**src/rtl/lpad_pkg.sv**
```systemverilog
package lpad_pkg;
  localparam int PRIV_W = 2;

  typedef enum logic [PRIV_W-1:0] {
    PRIV_U    = 2'b00,
    PRIV_S    = 2'b01,
    PRIV_RSVD = 2'b10,
    PRIV_M    = 2'b11
  } priv_e;

  typedef struct packed {
    logic menv;
    logic senv;
    logic henv;
    logic mlpe;
  } lpe_cfg_t;

  // Forward-CFI enable for a given mode.
  function automatic logic fcfi_enable(input logic s_present, input logic h_present,
                                       input logic ext, input logic [PRIV_W-1:0] priv,
                                       input logic virt, input lpe_cfg_t cfg);
    logic en;
    en = 1'b0;
    if (ext) begin
      unique case (priv)
        PRIV_U:  en = s_present ? cfg.senv : cfg.menv;
        PRIV_S:  en = (h_present && virt) ? cfg.henv : cfg.menv;
        PRIV_M:  en = cfg.mlpe;
        default: en = 1'b0;
      endcase
    end
    return en;
  endfunction
endpackage

```
**src/rtl/lpad_en_sel.sv**
```systemverilog
module lpad_en_sel
  import lpad_pkg::*;
#(
  parameter bit S_PRESENT = 1'b1,
  parameter bit H_PRESENT = 1'b1
) (
  input  logic              ext_i,
  input  logic [PRIV_W-1:0] priv_i,
  input  logic              virt_i,
  input  lpe_cfg_t          cfg_i,
  output logic              en_o
);
  assign en_o = fcfi_enable(S_PRESENT, H_PRESENT, ext_i, priv_i, virt_i, cfg_i);

  always_comb begin
    if (ext_i == 1'b0) begin
      assert_no_ext_no_en_R1: assert (en_o == 1'b0);
    end
  end
endmodule

```
**src/rtl/lpad_state.sv**
```systemverilog
module lpad_state (
  input  logic clk,
  input  logic rst_n,
  input  logic ev_trap,
  input  logic trap_to_m,
  input  logic ev_sret,
  input  logic ev_mret,
  input  logic ev_retire,
  input  logic set_req,
  input  logic clr_req,
  input  logic en_cur,
  input  logic en_ret,
  output logic elp_q,
  output logic spelp_q,
  output logic mpelp_q
);
  logic elp_d, spelp_d, mpelp_d;

  always_comb begin
    elp_d   = elp_q;
    spelp_d = spelp_q;
    mpelp_d = mpelp_q;
    if (ev_trap) begin
      if (en_cur) begin
        if (trap_to_m) mpelp_d = elp_q;
        else           spelp_d = elp_q;
      end
      elp_d = 1'b0;
    end else if (ev_mret) begin
      if (en_ret) elp_d = mpelp_q;
      mpelp_d = 1'b0;
    end else if (ev_sret) begin
      if (en_ret) elp_d = spelp_q;
      spelp_d = 1'b0;
    end else if (ev_retire) begin
      if (set_req && en_cur) elp_d = 1'b1;
      else if (clr_req)      elp_d = 1'b0;
    end
  end

  always_ff @(posedge clk) begin
    if (!rst_n) begin
      elp_q   <= 1'b0;
      spelp_q <= 1'b0;
      mpelp_q <= 1'b0;
    end else begin
      elp_q   <= elp_d;
      spelp_q <= spelp_d;
      mpelp_q <= mpelp_d;
    end
  end

  assert_trap_clears_elp_R6: assert property (@(posedge clk) disable iff (!rst_n)
    ev_trap |=> !elp_q);
  assert_trap_saves_m_R5: assert property (@(posedge clk) disable iff (!rst_n)
    (ev_trap && trap_to_m && en_cur) |=> (mpelp_q == $past(elp_q)));
  assert_trap_saves_s_R5: assert property (@(posedge clk) disable iff (!rst_n)
    (ev_trap && !trap_to_m && en_cur) |=> (spelp_q == $past(elp_q)));
  assert_trap_keeps_prev_R5: assert property (@(posedge clk) disable iff (!rst_n)
    (ev_trap && !en_cur) |=> ($stable(spelp_q) && $stable(mpelp_q)));
  assert_sret_clears_R7: assert property (@(posedge clk) disable iff (!rst_n)
    ev_sret |=> !spelp_q);
  assert_mret_clears_R8: assert property (@(posedge clk) disable iff (!rst_n)
    ev_mret |=> !mpelp_q);
  assert_set_needs_en_R10: assert property (@(posedge clk) disable iff (!rst_n)
    (ev_retire && set_req && !en_cur) |=> !$rose(elp_q));
endmodule

```
**src/rtl/lpad_track.sv**
```systemverilog
module lpad_track
  import lpad_pkg::*;
#(
  parameter bit S_PRESENT = 1'b1,
  parameter bit H_PRESENT = 1'b1
) (
  input  logic              clk,
  input  logic              rst_n,
  input  logic              lp_ext_i,
  input  logic [PRIV_W-1:0] priv_i,
  input  logic              virt_i,
  input  logic              menv_lpe_i,
  input  logic              senv_lpe_i,
  input  logic              henv_lpe_i,
  input  logic              mlpe_i,
  input  logic              trap_i,
  input  logic              trap_to_m_i,
  input  logic              sret_i,
  input  logic              mret_i,
  input  logic [PRIV_W-1:0] ret_priv_i,
  input  logic              ret_virt_i,
  input  logic              lp_set_i,
  input  logic              lp_clr_i,
  output logic              fcfi_en_o,
  output logic              elp_o,
  output logic              spelp_o,
  output logic              mpelp_o,
  output logic              spelp_swap_o
);
  localparam int N_SEL = 2;  // 0: current mode, 1: mode returned to

  lpe_cfg_t          cfg;
  logic [PRIV_W-1:0] sel_priv [N_SEL];
  logic              sel_virt [N_SEL];
  logic              sel_en   [N_SEL];

  assign cfg = '{menv: menv_lpe_i, senv: senv_lpe_i, henv: henv_lpe_i, mlpe: mlpe_i};
  assign sel_priv[0] = priv_i;
  assign sel_virt[0] = virt_i;
  assign sel_priv[1] = ret_priv_i;
  assign sel_virt[1] = ret_virt_i;

  for (genvar g = 0; g < N_SEL; g++) begin : g_sel
    lpad_en_sel #(.S_PRESENT(S_PRESENT), .H_PRESENT(H_PRESENT)) u_sel (
      .ext_i  (lp_ext_i),
      .priv_i (sel_priv[g]),
      .virt_i (sel_virt[g]),
      .cfg_i  (cfg),
      .en_o   (sel_en[g])
    );
  end

  // Named events, in priority order.
  logic ev_trap, ev_mret, ev_sret, ev_retire;
  assign ev_trap   = trap_i;
  assign ev_mret   = mret_i && !trap_i;
  assign ev_sret   = sret_i && !mret_i && !trap_i;
  assign ev_retire = (lp_set_i || lp_clr_i) && !trap_i && !mret_i && !sret_i;

  lpad_state u_state (
    .clk       (clk),
    .rst_n     (rst_n),
    .ev_trap   (ev_trap),
    .trap_to_m (trap_to_m_i),
    .ev_sret   (ev_sret),
    .ev_mret   (ev_mret),
    .ev_retire (ev_retire),
    .set_req   (lp_set_i),
    .clr_req   (lp_clr_i),
    .en_cur    (sel_en[0]),
    .en_ret    (sel_en[1]),
    .elp_q     (elp_o),
    .spelp_q   (spelp_o),
    .mpelp_q   (mpelp_o)
  );

  assign fcfi_en_o    = sel_en[0];
  assign spelp_swap_o = lp_ext_i && H_PRESENT && henv_lpe_i;

  assert_mret_over_sret_R9: assert property (@(posedge clk) disable iff (!rst_n)
    (mret_i && sret_i && !trap_i) |=> !mpelp_o);
  assert_no_ext_frozen_R1: assert property (@(posedge clk) disable iff (!rst_n)
    (!lp_ext_i && (trap_i || sret_i || mret_i)) |=> !$rose(spelp_o) && !$rose(mpelp_o));
endmodule

```
**config.mk**
```make
export PLATFORM = sky130hd
export DESIGN_NAME = lpad_track
export DESIGN_NICKNAME = d
export VERILOG_FILES = /design/src/rtl/lpad_pkg.sv /design/src/rtl/lpad_en_sel.sv /design/src/rtl/lpad_state.sv /design/src/rtl/lpad_track.sv
export SDC_FILE = /design/constraint.sdc
export NUM_CORES = 1
export LEC_CHECK = 0
export BUFFER_PORTS_ARGS = -buffer_cell sky130_fd_sc_hd__clkbuf_2
export CORE_AREA = 2 2 39 41
export DETAILED_ROUTE_END_ITERATION = 6
export DIE_AREA = 0 0 41 43
export GPL_ROUTABILITY_DRIVEN = 1
export HOLD_SLACK_MARGIN = 0.12
export PLACE_DENSITY = 0.5
export SKIP_LAST_GASP = 1
export SLEW_MARGIN = 20
export SYNTH_ARGS = -nofsm -noshare
export SYNTH_HDL_FRONTEND = slang
export SYNTH_SLANG_ARGS = --single-unit
```
**constraint.sdc**
```tcl
create_clock -name clk -period 1.5 [get_ports clk]
set_clock_uncertainty 0.2 [all_clocks]
set_input_delay 0.375 -clock clk [delete_from_list [all_inputs] [get_ports clk]]
set_output_delay 0.375 -clock clk [all_outputs]
set_load 0.005 [all_outputs]
```
==> results.toml <==
[status]
status = "finished, violations left"
violations = "negative setup slack"

[timing]
setup_slack_ps = -164
worstMarginPinSlew_ps = 397
finalCriticalPeriod_ps = 1660
slew_violations = 0
setup_tns_ps = -215
relSlewSlack_pct = 73.4
clock.fmax_ghz = 0.601
setup_violations = 2
rsz0062_at_grt = "true"
hold_viol_final = 0
fin_crit_sh_pct = 111

[worst_setup_path]
worstPathBufferInverterCount = 2
worstSetupPathType = "input pin to output port"
crit_path_max_fanout = 2
setup.worst_path.start = "priv_i[1]"
cp.required_ps = 920
cpMostUsedCell = "buf_6"
reg2reg_to = "u_state.elp_q"
max_stage_delay_ps = 190
rrSetupSlack_ps = 210
end_kind = "output port"
start_kind = "input pin"
r2r_start = "u_state.spelp_q"
cp.arrival_ps = 1090
crit_end = "fcfi_en_o"
reg2reg_depth = 5
crit_path_cell_trace = "buf_6 -> o21bai_4 -> a32oi_2 -> and2_4 -> buf_6"
slowest_stage = "a32oi_2"
cp_top_family = "compound AO/OA/AOI/OAI gates"
crit_cells = 5

[cts]
path_clk_slew_ps = 40
clockBufferDepth = 2
root_buffer = "clkbuf_4"
cts_tree = "built"
clk_latency_ps = 240
clock_sinks = 3
cts_made_buffers = 3
h-tree-depth = 1
holdBufCountCts = 0

[logic_synthesis]
ys_types = 23
synth_mux_area_share_pct = 10.6
synth_compound_gate_area_share_pct = 28.8
synth_top_family_by_area = "simple AND/OR/NAND/NOR gates"
ys_ff_latch = 3
synth.cell_area_um2 = 295
synthesis.nets = 58
yosysSeqAreaShare_pct = 20.3
synthAdderAreaFrac_pct = 0
yosys_warnings = 0
synth_xor_area_share_pct = 0
syn_area_per_cell_um2 = 7.57
synth_cells = 39
synth-simple-area-share_pct = 37.7

[cells_and_area]
layout-drive-gt1-share_pct = 53.4
finish.net_count = 93
final_core_util_pct = 39.0
area_growth_pct = 82.6
fillers = 146
diodes = 0

[pwr]
p_seq_share_pct = 24.3
swShare_pct = 27.8
p_sw_uw = 92.1
power_density_nw_per_um2 = 614
max-vdd-ir-drop_mv = 0.411
p_leak_nw = 0.252
p_int_uw = 239
power_frac_clock_pct = 45.2
combinationalPowerShare_pct = 30.5
power_uw = 331

[routing]
antenna_left = 0
drtIter0Drc = 12
routed_wl_um = 954
firstDrtPassIters = 4
drc = 0
vias = 423
routedWlPerCell_um = 10.7
vias_per_cell = 4.75

[global_route]
grt_max_degree = 6
grt_pass1_wl_um = 1360
grt.total_usage_pct = 11.9
grt_pass1_vias = 371
overflow = 0
grt_antenna_before_repair = 0

[floorplanning]
die_area_um2 = 1760
die_h_um = 43
rows = 14
coreArea_um2 = 1380
start_util_pct = 21.3
io_pins = 24
fp.dieW_um = 41

[placed_design]
dpl.hpwl_um = 776
portBuffers = 23
gp_congestion = 0.708

[flow_run]
drv_cap = 0

[min_path]
hold_path.class = "input pin to register"
cell usage in the layout, fill, tap and decap left out, drive strengths merged, types with 2 or more instances in the layout:
| cell | instances |
|---|---|
| clkbuf | 25 |
| buf | 9 |
| nand2 | 6 |
| nand3 | 5 |
| dfxtp | 3 |
| and2 | 3 |
| inv | 2 |
| mux2i | 2 |
| o21ai | 2 |
| o21bai | 2 |
cells in the mapped netlist:
cell | number | area share, %
a21oi_1 | 1 | 1.7
nor2b_1 | 1 | 2.1
a2111oi_0 | 1 | 3.0
dfxtp_1 | 3 | 20
nand3b_1 | 1 | 2.5
o21bai_1 | 2 | 5.1
nor3b_1 | 1 | 2.5
mux2_2 | 1 | 3.8
nor3_1 | 1 | 1.7
a311oi_2 | 1 | 5.1
nor2_1 | 1 | 1.3
a32oi_2 | 1 | 5.5
mux2i_1 | 2 | 6.8
nand4_1 | 1 | 2.1
and2_1 | 2 | 4.2
a41oi_1 | 1 | 3.0
o21ai_0 | 2 | 3.4
inv_1 | 2 | 2.5
or3_1 | 1 | 2.1
nand2_1 | 6 | 7.6
and2_4 | 1 | 3.0
nand3_1 | 5 | 8.5
a31oi_1 | 1 | 2.1
registers in the layout (all words and copies together), names as in the netlist:
register	cells
u_state.spelp_q	1
u_state.mpelp_q	1
u_state.elp_q	1
cell families (layout without fill, tap and decap cells):
kind of cell / count (synthesis) / count (layout)
mux: 3 / 3
buf+inv: 2 / 36
compound gates: 10 / 10
simple gates: 21 / 21
flops: 3 / 3
layout make-up:
class | count | area (um^2) | share of cell area [%]
multi-input combinational | 34 | 245 | 45.5
clock buffer | 4 | 26.3 | 4.87
timing repair buffer | 30 | 180 | 33.4
sequential | 3 | 60.1 | 11.1
tap | 16 | 20.0 | 3.71
inverter | 2 | 7.51 | 1.39
stage by stage:
stage | area [um^2] | std cells | setup WS (ps) | hold slack (ps)
after global routing | 539 | 89 | -193 | 219
after global placement | 474 | 83 | -240 | 293
after detailed placement | 474 | 83 | -251 | 288
final | 539 | 89 | -164 | 203
after floorplan | 302 | 39 | -60.3 | 275
after CTS | 515 | 89 | -162 | 206
metal layers:
| layer | routed length (um) | up-vias | track usage, % |
|---|---|---|---|
| li1 | - | 217 | - |
| met1 | 402 | 177 | 13.1 |
| met2 | 410 | 25 | 17.8 |
| met3 | 115 | 4 | 4.71 |
| met4 | 25 | 0 | 8.00 |
| met5 | 0 | - | 0 |
tightest hold or removal path, stage by stage:
cell and delay (ps):
clkbuf_2 90, inv_1 80, a21oi_1 40
how the worst min path moves through the flow:
stage | from | to | slack [ps] | depth (start not counted)
after detailed placement | u_state.spelp_q | u_state.spelp_q | 290 | 2
after CTS | rst_n | u_state.spelp_q | 210 | 3
after global placement | u_state.spelp_q | u_state.spelp_q | 290 | 2
after global routing | rst_n | u_state.elp_q | 220 | 3
after floorplan | u_state.spelp_q | u_state.spelp_q | 270 | 2
final | rst_n | u_state.spelp_q | 200 | 3
power groups by stage:
stage                     combinational (mW)  clock [mW]  sequential, mW
final                                  0.101       0.150          0.0805
after CTS                             0.0938       0.153          0.0805
after floorplan                       0.0339           0          0.0817
after detailed placement              0.0869           0          0.0817
after global placement                0.0872           0          0.0817
after global routing                   0.111       0.157          0.0804
timing repair:
item	CTS	global route
gates resized for setup	0	3
setup buffers	2	0
pin swaps	2	2
endpoints found under the setup margin	1	2
(Power assumes the default switching activity.)
